**src/rtl/acc_cpu_pkg.sv**
```systemverilog
package acc_cpu_pkg;

   localparam int OPC_W = 3;

   typedef enum logic [OPC_W-1:0] {
      OP_NOP0 = 3'b000,
      OP_JMP  = 3'b001,
      OP_BZ   = 3'b010,
      OP_ST   = 3'b011,
      OP_ADDI = 3'b100,
      OP_ANDR = 3'b101,
      OP_NOP6 = 3'b110,
      OP_NOP7 = 3'b111
   } opcode_e;

   // decoded control bundle, one strobe per action
   typedef struct packed {
      logic jump;
      logic branch;
      logic reg_we;
      logic acc_add;
      logic acc_and;
   } ctl_t;

endpackage

```
**src/rtl/acc_cpu_rom.sv**
```systemverilog
module acc_cpu_rom #(
   parameter int INSTR_W   = 16,
   parameter int PC_W      = 8,
   parameter int ROM_DEPTH = 32,
   parameter logic [ROM_DEPTH*INSTR_W-1:0] ROM_IMAGE = '0
) (
   input  logic [PC_W-1:0]    addr,
   output logic [INSTR_W-1:0] word
);

   localparam int IMG_W = ROM_DEPTH * INSTR_W;
   localparam int IDX_W = (IMG_W > 2) ? $clog2(IMG_W) : 1;
   localparam logic [PC_W:0] DEPTH_V = (PC_W+1)'(ROM_DEPTH);

   logic [IDX_W-1:0] base;

   always_comb begin
      base = IDX_W'(addr) * IDX_W'(INSTR_W);
   end

   generate
      if (ROM_DEPTH == (1 << PC_W)) begin : g_full
         // every address maps to a stored word
         assign word = ROM_IMAGE[base +: INSTR_W];
      end else begin : g_partial
         // addresses past the image read as an all-zero word (no-op)
         logic in_range;
         assign in_range = ({1'b0, addr} < DEPTH_V);
         assign word = in_range ? ROM_IMAGE[base +: INSTR_W] : '0;
      end
   endgenerate

endmodule

```
**src/rtl/acc_cpu_decode.sv**
```systemverilog
module acc_cpu_decode
   import acc_cpu_pkg::*;
#(
   parameter int INSTR_W = 16,
   parameter int REG_AW  = 3,
   parameter int DATA_W  = 8
) (
   input  logic [INSTR_W-1:0] word,
   output logic [REG_AW-1:0]  reg_sel,
   output logic [DATA_W-1:0]  operand,
   output ctl_t               ctl
);

   localparam int GAP_W = INSTR_W - OPC_W - REG_AW - DATA_W;

   opcode_e opc;

   assign opc     = opcode_e'(word[INSTR_W-1 -: OPC_W]);
   assign reg_sel = word[INSTR_W-OPC_W-1 -: REG_AW];
   assign operand = word[DATA_W-1:0];

   generate
      if (GAP_W > 0) begin : g_gap
         logic unused_gap;
         assign unused_gap = ^word[DATA_W +: GAP_W];
      end
   endgenerate

   always_comb begin
      ctl = '0;
      unique case (opc)
         OP_JMP:  ctl.jump    = 1'b1;
         OP_BZ:   ctl.branch  = 1'b1;
         OP_ST:   ctl.reg_we  = 1'b1;
         OP_ADDI: ctl.acc_add = 1'b1;
         OP_ANDR: ctl.acc_and = 1'b1;
         default: ctl = '0;
      endcase
   end

endmodule

```
**src/rtl/acc_cpu_regfile.sv**
```systemverilog
module acc_cpu_regfile #(
   parameter int DATA_W = 8,
   parameter int REG_AW = 3
) (
   input  logic              clk,
   input  logic              rst,
   input  logic              we,
   input  logic [REG_AW-1:0] sel,
   input  logic [DATA_W-1:0] wdata,
   output logic [DATA_W-1:0] rdata
);

   localparam int NREG = 1 << REG_AW;

   logic [DATA_W-1:0] regs [NREG];

   generate
      for (genvar i = 0; i < NREG; i++) begin : g_reg
         always_ff @(posedge clk) begin
            if (rst) begin
               regs[i] <= '0;
            end else if (we && (sel == REG_AW'(i))) begin
               regs[i] <= wdata;
            end
         end
      end
   endgenerate

   assign rdata = regs[sel];

endmodule

```
**src/rtl/acc_cpu_alu.sv**
```systemverilog
module acc_cpu_alu
   import acc_cpu_pkg::*;
#(
   parameter int DATA_W = 8
) (
   input  ctl_t              ctl,
   input  logic [DATA_W-1:0] acc,
   input  logic              zero,
   input  logic [DATA_W-1:0] operand,
   input  logic [DATA_W-1:0] rdata,
   output logic [DATA_W-1:0] acc_nxt,
   output logic              zero_nxt
);

   logic [DATA_W-1:0] sum;
   logic [DATA_W-1:0] conj;

   assign sum  = acc + operand;
   assign conj = acc & rdata;

   always_comb begin
      acc_nxt  = acc;
      zero_nxt = zero;
      if (ctl.acc_add) begin
         acc_nxt  = sum;
         zero_nxt = (sum == '0);
      end else if (ctl.acc_and) begin
         acc_nxt  = conj;
         zero_nxt = (conj == '0);
      end
   end

endmodule

```
**src/rtl/acc_cpu.sv**
```systemverilog
module acc_cpu
   import acc_cpu_pkg::*;
#(
   parameter int DATA_W    = 8,
   parameter int REG_AW    = 3,
   parameter int PC_W      = 8,
   parameter int INSTR_W   = 16,
   parameter int ROM_DEPTH = 32,
   parameter logic [ROM_DEPTH*INSTR_W-1:0] ROM_IMAGE = '0
) (
   input  logic              clk,
   input  logic              rst,
   output logic [PC_W-1:0]   pc_o,
   output logic [DATA_W-1:0] acc_o
);

   // elaboration-time parameter checks
   generate
      if (INSTR_W < OPC_W + REG_AW + DATA_W) begin : g_bad_fmt
         $error("acc_cpu: INSTR_W too small for the instruction fields");
      end
      if (PC_W > DATA_W) begin : g_bad_pc
         $error("acc_cpu: PC_W must not exceed the operand width");
      end
      if (ROM_DEPTH < 1 || ROM_DEPTH > (1 << PC_W)) begin : g_bad_depth
         $error("acc_cpu: ROM_DEPTH outside 1 .. 2**PC_W");
      end
   endgenerate

   logic [PC_W-1:0]    pc_q, pc_d;
   logic [DATA_W-1:0]  acc_q, acc_d;
   logic               zero_q, zero_d;
   logic [INSTR_W-1:0] instr;
   logic [REG_AW-1:0]  reg_sel;
   logic [DATA_W-1:0]  operand;
   logic [DATA_W-1:0]  reg_rd;
   ctl_t               ctl;
   logic               take;

   acc_cpu_rom #(
      .INSTR_W  (INSTR_W),
      .PC_W     (PC_W),
      .ROM_DEPTH(ROM_DEPTH),
      .ROM_IMAGE(ROM_IMAGE)
   ) u_rom (
      .addr(pc_q),
      .word(instr)
   );

   acc_cpu_decode #(
      .INSTR_W(INSTR_W),
      .REG_AW (REG_AW),
      .DATA_W (DATA_W)
   ) u_dec (
      .word   (instr),
      .reg_sel(reg_sel),
      .operand(operand),
      .ctl    (ctl)
   );

   acc_cpu_regfile #(
      .DATA_W(DATA_W),
      .REG_AW(REG_AW)
   ) u_rf (
      .clk  (clk),
      .rst  (rst),
      .we   (ctl.reg_we),
      .sel  (reg_sel),
      .wdata(acc_q),
      .rdata(reg_rd)
   );

   acc_cpu_alu #(
      .DATA_W(DATA_W)
   ) u_alu (
      .ctl     (ctl),
      .acc     (acc_q),
      .zero    (zero_q),
      .operand (operand),
      .rdata   (reg_rd),
      .acc_nxt (acc_d),
      .zero_nxt(zero_d)
   );

   // next program counter: operand target or sequential step
   assign take = ctl.jump | (ctl.branch & zero_q);
   assign pc_d = take ? operand[PC_W-1:0] : pc_q + PC_W'(1);

   always_ff @(posedge clk) begin
      if (rst) begin
         pc_q   <= '0;
         acc_q  <= '0;
         zero_q <= 1'b0;
      end else begin
         pc_q   <= pc_d;
         acc_q  <= acc_d;
         zero_q <= zero_d;
      end
   end

   assign pc_o  = pc_q;
   assign acc_o = acc_q;

endmodule

```
**config.mk**
```make
export PLATFORM = sky130hd
export DESIGN_NAME = acc_cpu
export DESIGN_NICKNAME = d
export VERILOG_FILES = /design/src/rtl/acc_cpu_pkg.sv /design/src/rtl/acc_cpu_rom.sv /design/src/rtl/acc_cpu_decode.sv /design/src/rtl/acc_cpu_regfile.sv /design/src/rtl/acc_cpu_alu.sv /design/src/rtl/acc_cpu.sv
export SDC_FILE = /design/constraint.sdc
export NUM_CORES = 1
export LEC_CHECK = 0
export CORE_AREA = 3 3 40 42
export DETAILED_ROUTE_END_ITERATION = 7
export DIE_AREA = 0 0 43 45
export GPL_ROUTABILITY_DRIVEN = 0
export PLACE_DENSITY_LB_ADDON = 0.15
export SLEW_MARGIN = 20
export SYNTH_ARGS = -nofsm -noshare
export SYNTH_HDL_FRONTEND = slang
export SYNTH_SLANG_ARGS = --single-unit
```
**constraint.sdc**
```tcl
create_clock -name clk -period 1.6 [get_ports clk]
set_clock_uncertainty 0.2 [all_clocks]
set_input_delay 0.32 -clock clk [delete_from_list [all_inputs] [get_ports clk]]
set_output_delay 0.32 -clock clk [all_outputs]
set_load 0.01 [all_outputs]
```
======== Word-level counts from Yosys, hierarchy flattened ========
Memories as Yosys holds them, arrays and structs flattened.
Index checks and enable logic that the tools add are counted.
W data, S select, Z words.
operators by class
  eq/ne operators ......................... 12
  magnitude comparators ................... 1
  $add $sub $neg .......................... 2
  multipliers ............................. 0
  shift operators ......................... 1
  reductions and logical operators ........ 12
  divide/modulo/power cells ............... 0
  bitwise operators ....................... 11
  multiplexer cells ....................... 45
operator list
  operator                      number
  $shiftx A512 B10 Y16 const A  1
  $mux W8                       11
  $mux W1                       33
  $eq A3 B3 Y1 const B          6
  $logic_not A8 Y1              2
  $mux W16                      1
  $eq A3 B2 Y1 const B          4
  $or A1 B1 Y1                  9
  $add A8 B1 Y8 const B         1
  $add A8 B8 Y8                 1
  $and A8 B8 Y8                 1
  $logic_and A1 B1 Y1           8
  $lt A8 B6 Y1 const B          1
  $eq A3 B1 Y1 const B          2
  $logic_not A3 Y1              1
  $reduce_bool A2 Y1            1
  $and A1 B1 Y1                 1
storage, ports and cells
  logic and storage cells ................. 88
  latch bits .............................. 0
  memories kept ........................... 1
  input port bits ......................... 2
  RAM bits ................................ 64
  output and inout port bits .............. 16
  bits in registers ....................... 17
  memory bits (read-only) ................. 0
memories
  name       words  bits a word  rd ports  clocked after Yosys merged registers in  wr ports  line                   text
  u_rf.regs  8      8            1         0                                        8         acc_cpu_regfile.sv:15  logic [DATA_W-1:0] regs [NREG];

======== Logic depth before layout (Yosys ltp) ========
  depth in word-level cells ............... 9
  depth in mapped cells ................... 4
  depth with buffers taken out ............ 4

======== Modules after synthesis ========
A second synthesis with hierarchy kept.
unflattened totals
  cell total of the unflattened synthesis .. 385
  area, all modules ....................... 4481.8 um^2
by module, submodules not included
  module           cells an instance  area an instance (um^2)  times used  seq. area each (um^2)
  acc_cpu_regfile  211                3035.4                   1           1921.8
  acc_cpu          63                 640.6                    1           340.3
  acc_cpu_alu      78                 556.8                    1           0.0
  acc_cpu_decode   16                 125.1                    1           0.0
  acc_cpu_rom      17                 123.9                    1           0.0

======== Least setup slack after synthesis ========
Ideal clock, no wire load.
  path kind ............................... register to register
  start ................................... register pc_q[0] (netlist: pc_o[0])
  end ..................................... register pc_q[6] (netlist: pc_o[6])
  buffers on the path ..................... 0
  stages on the path, launching flop included .. 5
  period minus slack after synthesis ...... 1.421 ns
  setup time .............................. 0.070 ns
  path slack .............................. 0.179 ns
  arrival time ............................ 1.151 ns
  cells stage by stage .................... dfxtp_1 ha_1 nand2_1 or3_1 a21oi_1
on the way
  word-level cells in the longest chain between the ends .. 7
  elaborated cells between the ends (all ways) .. 11
  those cells by class .................... add/sub: 1; order compare: 1; eq/ne: 2; shift: 1; mux: 4; bitwise: 2
RTL lines
  item                                                  line                                  text
  from (decl)                                           acc_cpu.sv:30                         logic [PC_W-1:0] pc_q, pc_d;
  from (signal assigned)                                acc_cpu.sv:95                         pc_q <= pc_d;
  $shiftx A512 B10 Y16 or $lt A8 B6 Y1 (tied branches)  acc_cpu_rom.sv:29, acc_cpu_rom.sv:28
  $mux W16                                              acc_cpu_rom.sv:29                     assign word = in_range ? ROM_IMAGE[base +: INSTR_W] : '0;
  $eq A3 B2 Y1                                          acc_cpu_decode.sv:31                  unique case (opc)
  $mux W1                                               acc_cpu_decode.sv:31
  $and A1 B1 Y1                                         acc_cpu.sv:86                         assign take = ctl.jump | (ctl.branch & zero_q);
  $or A1 B1 Y1                                          acc_cpu.sv:86
  $mux W8 (*)                                           acc_cpu.sv:87                         assign pc_d = take ? operand[PC_W-1:0] : pc_q + PC_W'(1);
Mark *: on every way between the ends. The rest lies on a longest branch, timed or not.
A chain may end at the register's enable or synchronous reset.

======== Final worst setup path ========
Ends and elaborated chain as after synthesis.

==> impl_metrics.toml <==
[run_status]
outcome = "finished clean"

[grt]
grt_pass1_wl_um = 931
grt_max_degree = 9
antenna_found_initial = 0
grtUsageTotal_pct = 7.023
grt_pass1_vias = 211
overflow = 0

[layout]
final_cells = 70
diodes = 0
largest_reg_flops = 8
multi_input_area_um2 = 172.7
num-fill-cells = 140
final_cell_mix = "conb_1 (8), dlygate4sd2_1 (8), dfxtp_1 (8)"
num-nets-final = 60
area_delta_synth_final_pct = 28.72
drive_above_1_share_pct = 12.73
regArea_um2 = 160.2

[drt]
viasPerCell = 4.171
routed_wl_um = 605
vias = 292
drcViolationCount = 0
drtIter0Drc = 2
routedWlPerCell_um = 8.643
postRouteAntennaNets = 0
drt_first_pass_iters = 4

[placement]
port_buffers = 9
hpwlAfterDp_um = 458.9
dp_cells = 67

[cts]
clock-sinks = 8
clock_path_buffers = 2
htreeDepth = 1
cts_tree = "built"
clock_latency_ns = 0.25
cts_root_buffer = "clkbuf_4"
numCtsBuffers = 3
clk_pin_slew_worst_paths_ns = 0.05

[floorplan]
row_count = 13
fp.dieArea_um2 = 1935
chipHeight_um = 45
core_um2 = 1285
start_util_pct = 28.82
die_w_um = 43
num_io_pins = 18

[setup_path]
endpoint_kind = "flop"
start_kind = "flop"
crit_start = "pc_o[0]"
crit_family = "simple AND/OR/NAND/NOR gates"
cp.required_ns = 1.58
r2r_cells = 4
crit_chain = "ha_1 > nand2_1 > or3_1 > a21oi_1"
arrival_ns = 1.42
crit_slowest_cell = "dfxtp_1"
cp_max_fo = 4
path_class = "reg -> reg"
worstReg2RegStart = "pc_o[0]"
r2r_slack_ns = 0.16
cpPeakStageDelay_ns = 0.38
timing.rr.end = "pc_o[6]"
path_buf_inv = 0

[synth]
synth_seq_cells = 8
syn_area_per_cell_um2 = 8.818
yosys_warnings = 0
synth_cell_types = 16
yosysSeqAreaShare_pct = 43.24
syn_inst = 42
syn_area_um2 = 370.4

[power]
ir_worst_vdd_mv = 0.3822
total_power_mw = 0.4019
powerDensity_nw_per_um2 = 843.1
power_leakage_nw = 0.2223

[worst_hold_path]
min_to = "pc_o[0]"
hp-class = "reg -> reg"
holdCritStartpoint = "pc_o[0]"
min_path_cells = 1

[sta]
finalHoldViolations = 0
rsz0062_at_grt = "false"
setup_tns_ns = 0
finalMaxSlewViolations = 0
fmax_mhz = 693.6
finalCriticalPeriod_ns = 1.442
fin_crit_sh_pct = 90.11
finalSetupViolations = 0

[run]
maxCapViolCount = 0
power by group:
part	internal (mW)	switching, mW
combinational	0.0160	0.0231
clock	0.0857	0.0662
sequential	0.206	0.00502
total	0.308	0.0943
timing repair:
action / CTS / global route
endpoints found under the setup margin: 8 / 0
buffers inserted: 0 / 0
hold buffers: 0 / 0
resized for setup: 8 / 0
routing by layer:
| metal | track usage, % | vias up | part of all wire (%) |
|---|---|---|---|
| li1 | - | 154 | - |
| met1 | 8.780 | 120 | 44 |
| met2 | 7.485 | 16 | 41 |
| met3 | 5.578 | 2 | 14 |
| met4 | 5.422 | 0 | 1.3 |
| met5 | 0 | - | 0 |
final cells by class:
| type | count | share of cell area [%] |
|---|---|---|
| Sequential cell | 8 | 33.60 |
| Timing Repair Buffer | 12 | 21.52 |
| Multi-Input combinational cell | 32 | 36.22 |
| Tap cell | 15 | 3.937 |
| Clock buffer | 3 | 4.724 |
synthesized netlist by cell type (all sizes together):
cell / count / area [um^2]
xnor2: 1 / 8.760
or3: 3 / 18.77
clkbuf: 1 / 3.750
nand4: 1 / 6.260
nand2: 2 / 7.510
nand3: 3 / 20.02
xor2: 2 / 17.52
ha: 1 / 12.51
nor2: 4 / 15.01
buf: 8 / 60.06
a21oi: 3 / 15.01
dfxtp: 8 / 160.2
nor2b: 1 / 6.260
conb: 1 / 3.750
o21ai: 3 / 15.01
worst max path at each step:
stage | to | cells after the start
4_1_cts | pc_o[6] | 4
5_1_grt | pc_o[6] | 4
2_1_floorplan | pc_o[6] | 4
6_report | pc_o[6] | 4
3_3_place_gp | pc_o[0] | 1
3_5_place_dp | pc_o[0] | 1
cell families after synthesis:
kind of cell | count (synthesis) | share of synthesized area [%]
and+or+nand+nor | 14 | 19.93
buffers and inverters | 9 | 17.23
DFF | 8 | 43.24
AOI/OAI and AO/OA | 6 | 8.106
xor gates and xnor gates | 3 | 7.096
adders and majority gates | 1 | 3.378
other | 1 | 1.013
per-stage QoR:
stage / cell area, um^2 / hold WS (ns) / util [%] / setup WS (ns)
6_report: 476.7 / 0.2670 / 37.10 / 0.1583
2_1_floorplan: 396.6 / 0.2793 / - / 0.1787
3_5_place_dp: 464.2 / 0.2631 / 36.12 / 0.1606
5_1_grt: 476.7 / 0.3141 / 37.10 / 0.08708
3_3_place_gp: 464.2 / 0.2582 / 36.12 / 0.1583
4_1_cts: 476.7 / 0.2757 / 37.10 / 0.1488
No activity file was read; power rests on OpenSTA's default activity.
